### src/rtl/iocomp_pkg.sv
package iocomp_pkg;
  localparam int NCH    = 2;
  localparam int CODE_W = 8;
  localparam int ADDR_W = 2;
  localparam int DATA_W = 32;

  localparam logic [ADDR_W-1:0] ADDR_CTL  = 2'd0;
  localparam logic [ADDR_W-1:0] ADDR_VAL  = 2'd1;
  localparam logic [ADDR_W-1:0] ADDR_CODE = 2'd2;

  localparam logic [CODE_W-1:0] SW_CODE_RST = 8'h78;

  typedef struct packed {
    logic [NCH-1:0]             en;
    logic [NCH-1:0]             sel;
    logic [NCH-1:0][CODE_W-1:0] swCode;
  } ctlStrobe_t;
endpackage

### src/rtl/iocomp_ctrl.sv
module iocomp_ctrl
  import iocomp_pkg::*;
(
  input  logic                    clk,
  input  logic                    rstN,
  input  logic                    busWe,
  input  logic [ADDR_W-1:0]       busAddr,
  input  logic [NCH*CODE_W-1:0]   busWdataLo,
  output ctlStrobe_t              strobe
);
  logic [NCH-1:0]             enQ;
  logic [NCH-1:0]             selQ;
  logic [NCH-1:0][CODE_W-1:0] codeQ;

  logic wrCtl, wrCode;
  assign wrCtl  = busWe && (busAddr == ADDR_CTL);
  assign wrCode = busWe && (busAddr == ADDR_CODE);

  for (genvar i = 0; i < NCH; i++) begin : g_chan
    always_ff @(posedge clk or negedge rstN) begin
      if (!rstN) begin
        enQ[i]   <= 1'b0;
        selQ[i]  <= 1'b1;
        codeQ[i] <= SW_CODE_RST;
      end else begin
        if (wrCtl) begin
          enQ[i]  <= busWdataLo[2*i];
          selQ[i] <= busWdataLo[2*i+1];
        end
        if (wrCode) codeQ[i] <= busWdataLo[CODE_W*i +: CODE_W];
      end
    end
  end

  assign strobe.en     = enQ;
  assign strobe.sel    = selQ;
  assign strobe.swCode = codeQ;
endmodule

### src/rtl/iocomp_dp.sv
module iocomp_dp
  import iocomp_pkg::*;
#(
  parameter int                SETTLE_CYC = 4,
  parameter logic [CODE_W-1:0] DEF_CODE   = 8'h78
) (
  input  logic                       clk,
  input  logic                       rstN,
  input  logic                       oscOn,
  input  ctlStrobe_t                 strobe,
  input  logic [NCH-1:0][CODE_W-1:0] cellCode,
  output logic [NCH-1:0]             rdy,
  output logic [NCH-1:0][CODE_W-1:0] valCap,
  output logic [NCH-1:0][CODE_W-1:0] ioCode
);
  localparam int CNT_W = (SETTLE_CYC > 1) ? $clog2(SETTLE_CYC) : 1;
  localparam logic [CNT_W-1:0] CNT_LAST = CNT_W'(SETTLE_CYC - 1);

  for (genvar i = 0; i < NCH; i++) begin : g_chan
    logic [CNT_W-1:0]  cnt;
    logic              rdyQ;
    logic [CODE_W-1:0] valQ;
    logic              track;

    assign track = strobe.en[i] && oscOn;

    always_ff @(posedge clk or negedge rstN) begin
      if (!rstN) begin
        cnt  <= '0;
        rdyQ <= 1'b0;
        valQ <= '0;
      end else begin
        if (track) begin
          if (!rdyQ) begin
            if (cnt == CNT_LAST) rdyQ <= 1'b1;
            else                 cnt  <= cnt + 1'b1;
          end
        end else begin
          cnt  <= '0;
          rdyQ <= 1'b0;
        end
        if (rdyQ) valQ <= cellCode[i];
      end
    end

    assign rdy[i]    = rdyQ;
    assign valCap[i] = valQ;
    assign ioCode[i] = strobe.sel[i] ? strobe.swCode[i]
                     : (strobe.en[i] ? valQ : DEF_CODE);
  end
endmodule

### src/rtl/iocomp_sel.sv
module iocomp_sel
  import iocomp_pkg::*;
#(
  parameter int                SETTLE_CYC = 4,
  parameter logic [CODE_W-1:0] DEF_CODE   = 8'h78
) (
  input  logic                       clk,
  input  logic                       rstN,
  input  logic                       oscOn,
  input  logic [ADDR_W-1:0]          busAddr,
  input  logic                       busWe,
  input  logic [DATA_W-1:0]          busWdata,
  output logic [DATA_W-1:0]          busRdata,
  input  logic [NCH-1:0][CODE_W-1:0] cellCode,
  output logic [NCH-1:0][CODE_W-1:0] ioCode
);
  localparam int LO_W = NCH * CODE_W;

  ctlStrobe_t                 strobe;
  logic [NCH-1:0]             rdy;
  logic [NCH-1:0][CODE_W-1:0] valCap;
  logic                       unusedWdataHi;

  assign unusedWdataHi = ^busWdata[DATA_W-1:LO_W];

  iocomp_ctrl u_ctrl (
    .clk        (clk),
    .rstN       (rstN),
    .busWe      (busWe),
    .busAddr    (busAddr),
    .busWdataLo (busWdata[LO_W-1:0]),
    .strobe     (strobe)
  );

  iocomp_dp #(.SETTLE_CYC(SETTLE_CYC), .DEF_CODE(DEF_CODE)) u_dp (
    .clk      (clk),
    .rstN     (rstN),
    .oscOn    (oscOn),
    .strobe   (strobe),
    .cellCode (cellCode),
    .rdy      (rdy),
    .valCap   (valCap),
    .ioCode   (ioCode)
  );

  always_comb begin
    busRdata = '0;
    case (busAddr)
      ADDR_CTL: begin
        for (int i = 0; i < NCH; i++) begin
          busRdata[2*i]   = strobe.en[i];
          busRdata[2*i+1] = strobe.sel[i];
          busRdata[8+i]   = rdy[i];
        end
      end
      ADDR_VAL:  busRdata[LO_W-1:0] = valCap;
      ADDR_CODE: busRdata[LO_W-1:0] = strobe.swCode;
      default:   busRdata = '0;
    endcase
  end
endmodule

### config.mk
export PLATFORM = sky130hd
export DESIGN_NAME = iocomp_sel
export DESIGN_NICKNAME = d
export VERILOG_FILES = /design/src/rtl/iocomp_pkg.sv /design/src/rtl/iocomp_ctrl.sv /design/src/rtl/iocomp_dp.sv /design/src/rtl/iocomp_sel.sv
export SDC_FILE = /design/constraint.sdc
export NUM_CORES = 1
export LEC_CHECK = 0
export BUFFER_PORTS_ARGS = -buffer_cell sky130_fd_sc_hd__buf_4
export CAP_MARGIN = 0
export CORE_MARGIN = 1
export CORE_UTILIZATION = 44
export CTS_BUF_LIST = sky130_fd_sc_hd__clkbuf_2
export DETAILED_ROUTE_END_ITERATION = 12
export GPL_TIMING_DRIVEN = 0
export PLACE_DENSITY = 0.76
export RECOVER_POWER = 100
export SLEW_MARGIN = 20
export SYNTH_ARGS = -nofsm -noshare
export SYNTH_HDL_FRONTEND = slang
export SYNTH_SLANG_ARGS = --single-unit
### constraint.sdc
create_clock -name clk -period 1.99 [get_ports clk]
set_input_delay 0.597 -clock clk [delete_from_list [all_inputs] [get_ports clk]]
set_output_delay 0.597 -clock clk [all_outputs]
set_load 0.02 [all_outputs]
==> summary.md <==
| Metric | Value |
|---|---|
| Final antenna-violating net count | 0 |
| Net Sw Frac | around a third |
| Routed len/inst | 16.7 µm |
| Vias | roughly 2000 |
| Worst hold slack | between 0.3 and 0.4 ns |
| Core Area | about 5000 µm² |
| DIE AREA | 5600 µm² |
| Pleak | ~1.7 nW |
| Initial core utilization | a little under half |
| Sequential-to-total area share from yosys stat | about 46% |
| Iteration-0 DRC count of the detailed router | between 200 and 250 |
| Die width | about 75 µm |
| Synth Cell Area | approximately 2300 µm² |
| Crit-path cells | buf_12 > inv_12 > ha_4 > buf_8 > a222oi_1 > nor2_2 > buf_6 |
| Final WS setup | -0.266 ns |
| Hold buffer count at CTS | 0 |
| FF+latch count, synth | 42 |
| I/O Pins | between 100 and 150 |
| Placed Area | between 3000 and 4000 µm² |
| Global-route wire length before repair | approximately 9000 µm |
| Clock Tree Buf Depth | 2 |
| Syn Area/Cell | around 11 µm² |
| GR met2 Demand/Resource | a little under two fifths |
| Final instance area | ~3500 µm² |
| DR pass1 iterations | 6 |
| Comb power frac | a little over two fifths |
| Final Skew | just under 0.01 ns |
| Min Tclk post-route | 2.26 ns |
| Busiest grt layer | met2 |
| DR DRC count | 0 |
| Part of the power in registers | 44.3% |
| Actual slew at the worst max-slew pin | 1.05 ns |
| Maxcap violations | 0 |
| Largest net degree at the start of global routing | 43 |
| Total routed wirelength | 6420 µm |
| WP data arrival | ~1.7 ns |
| Fillcell total | around 400 |
| CTS tree | built |
| Yosys cell types | 22 |
| Final setup fails | 32 |
| Die span in y | 74.8 µm |
| CTS clock-pin slew for the worst setup and hold paths | 0.20 ns |
| N_diodes | 0 |
| Critical path's slowest cell | a222oi_1 |
| Final hold vios | 0 |
| Failing checks | negative setup slack |
| I/O Buffers | 69 |
| Int Pwr | 1.72 mW |
| Highest clock rate | roughly 0.44 GHz |
| Status | complete, but fails checks |
| Hold Path Class | in -> async |
| Total power | roughly 2.7 mW |
| RD Place Congestion | between 0.7 and 0.8 |
| Initial antenna violation count | 0 |
| RSZ-0062 raised after global routing | yes |
| Crit path largest cell delay | 0.43 ns |
| Peak supply drop | 0.365 mV |
| Nets@finish | 374 |
| Rel. slew slack | about 30% |
| Via-to-Cell Ratio | 5.26 |
| Met3 Use GR | roughly 4.3% |
| Endpoint type of the worst setup path | output port |
| Power Density | 761 nW/µm² |
| Vias in the first global route | 1910 |
| CTS root buf | clkbuf_2 |
| Total grt overflow | 0 |
| Required @ worst endpoint | roughly 1.4 ns |
| Final Util | between 60% and 70% |
| NetSw | about 930 µW |
| Layout area overhead | 49.2% |
| Clock group share of total power | a little over an eighth |
| Max FO, Critical Path | 8 |
| Crit share post-route | 113% |
| Syn Inst Count | between 200 and 250 |
| Max Slew Vio Count | 0 |
| Total CTS buffers | 5 |
| Worst skew pair latency | ~0.40 ns |
| Setup TNS | -4.38 ns |
| Share of cells above drive strength 1 | 63.7% |
| DP HPWL | between 4000 and 5000 µm |
| CP Launch Type | input port |
| GR Util met1 | around 30% |
| Row cnt | 26 |
| All-Layer GR Usage | between 20% and 30% |
| Kind of critical path | in -> out |
| H-tree levels | 2 |
| Yosys warnings | 0 |
| Clk sinks | 42 |
metal layers:
metal  wire length, µm  up-vias
met4               129        0
met2              3220       84
met3               439       13
li1                  -      913
met1              2640     1010
met5                 0        -
placed cells by master, fill, tap and decap left out, types with 2 or more instances in the layout:
| cell | synthesis | final |
|---|---|---|
| mux2_4 | 10 | 10 |
| buf_8 | 0 | 3 |
| conb_1 | 1 | 16 |
| or3b_1 | 2 | 2 |
| nor2_2 | 0 | 5 |
| clkbuf_1 | 0 | 2 |
| mux2_2 | 25 | 25 |
| ha_4 | 0 | 3 |
| a22o_1 | 5 | 5 |
| a22oi_2 | 0 | 7 |
| nand2_1 | 10 | 10 |
| or3_1 | 2 | 2 |
| buf_6 | 4 | 22 |
| o21ai_1 | 0 | 2 |
| dfrtp_1 | 32 | 30 |
| dfrtp_2 | 0 | 2 |
| nor2_1 | 13 | 7 |
| a22oi_1 | 10 | 3 |
| ha_1 | 6 | 3 |
| nor2b_2 | 0 | 5 |
| a222oi_1 | 6 | 6 |
| a21oi_2 | 0 | 6 |
| nor2b_1 | 16 | 8 |
| nor3b_2 | 0 | 2 |
| a21oi_1 | 12 | 5 |
| nor2b_4 | 0 | 3 |
| o21ai_0 | 8 | 5 |
| nor3b_1 | 4 | 2 |
| inv_1 | 7 | 5 |
| dfstp_2 | 10 | 10 |
| clkbuf_2 | 0 | 7 |
| buf_12 | 0 | 3 |
| buf_4 | 16 | 81 |
power by group through the flow:
| stage | clock network (mW) | logic, mW | registers [mW] |
|---|---|---|---|
| after floorplan | 0 | 0.566 | 1.11 |
| after global placement | 0 | 0.840 | 1.15 |
| after detailed placement | 0 | 0.858 | 1.15 |
| after CTS | 0.355 | 1.00 | 1.15 |
| after global routing | 0.391 | 1.20 | 1.19 |
| final | 0.347 | 1.13 | 1.17 |
logic make-up (layout without fill, tap and decap cells):
logic type,Yosys count,in the layout,synth area share [%]
AND/OR/NAND/NOR,48,48,11.1
flip-flops,42,42,45.6
AO/OA/AOI/OAI,41,41,12.0
multiplexers,35,35,18.5
buffers and inverters,33,126,9.50
adder cells (fa/ha/maj),6,6,3.22
other,1,16,0.161
through the flow:
step                      instances  setup WS, ns
after floorplan                 221       -0.0619
after global placement          360        -0.414
after detailed placement        360        -0.467
after CTS                       381        -0.256
after global routing            384        -0.287
final                           384        -0.266
cells in the mapped netlist:
cell | instances | area, µm²
nand2_1 | 10 | 37.5
inv_1 | 7 | 26.3
dfstp_2 | 10 | 263
nand2_4 | 1 | 11.3
buf_4 | 16 | 120
nor3b_1 | 4 | 30.0
nor2_1 | 13 | 48.8
a21oi_1 | 12 | 60.1
buf_2 | 6 | 30.0
a22o_1 | 5 | 43.8
or3_1 | 2 | 12.5
nor2b_1 | 16 | 100
or3b_1 | 2 | 17.5
a222oi_1 | 6 | 60.1
mux2_2 | 25 | 282
a22oi_1 | 10 | 75.1
mux2_4 | 10 | 150
ha_1 | 6 | 75.1
dfrtp_1 | 32 | 801
o21ai_0 | 8 | 40.0
conb_1 | 1 | 3.75
buf_6 | 4 | 45.0
path summary, 6_finish.rpt:
check / from / endpoint / slack, ns / cells past startpoint
min: rstN / u_ctrl.strobe[7] / 0.33 / 1
min reg2reg: u_dp.g_chan[1].valQ[2] / u_dp.g_chan[1].valQ[2] / 0.57 / 1
min in group clk: cellCode[6] / u_dp.g_chan[0].valQ[6] / 0.40 / 2
max: busAddr[1] / busRdata[3] / -0.27 / 7
max in group asynchronous: rstN / u_ctrl.strobe[18] / 0.94 / 1
max reg2reg: u_dp.g_chan[0].rdyQ / u_dp.g_chan[0].cnt[1] / 0.58 / 3
final cells by class:
type	count	area [µm²]	share of cell area, %
Multi-Input combinational cell	146	1280	36.7
Sequential cell	42	1070	30.6
Timing Repair Buffer	90	778	22.4
Buffer	22	195	5.61
Tap cell	70	87.6	2.52
Inverter	7	41.3	1.19
Clock buffer	6	30.0	0.863
Clock inverter	1	3.75	0.108
critical path, delay by kind of cell:
kind,cells,cell delay [ns]
and+or+nand+nor,1,0.07
adders and majority gates,1,0.15
AOI/OAI and AO/OA,1,0.43
buffers and inverters,4,0.40
sequential cells by signal (all words and copies together), names as in the netlist:
register / flops
u_dp.g_chan.valQ: 16
u_dp.g_chan.cnt: 4
u_dp.g_chan.rdyQ: 2
u_ctrl.strobe: 20
what timing repair did:
item,4_1_cts,5_1_grt
endpoints found under the setup margin,32,32
gates cloned,1,0
gates resized for setup,38,38
setup buffers,16,5
hold endpoints to repair,0,0
pin swaps,19,12
Power figures use the tool's default switching activity.
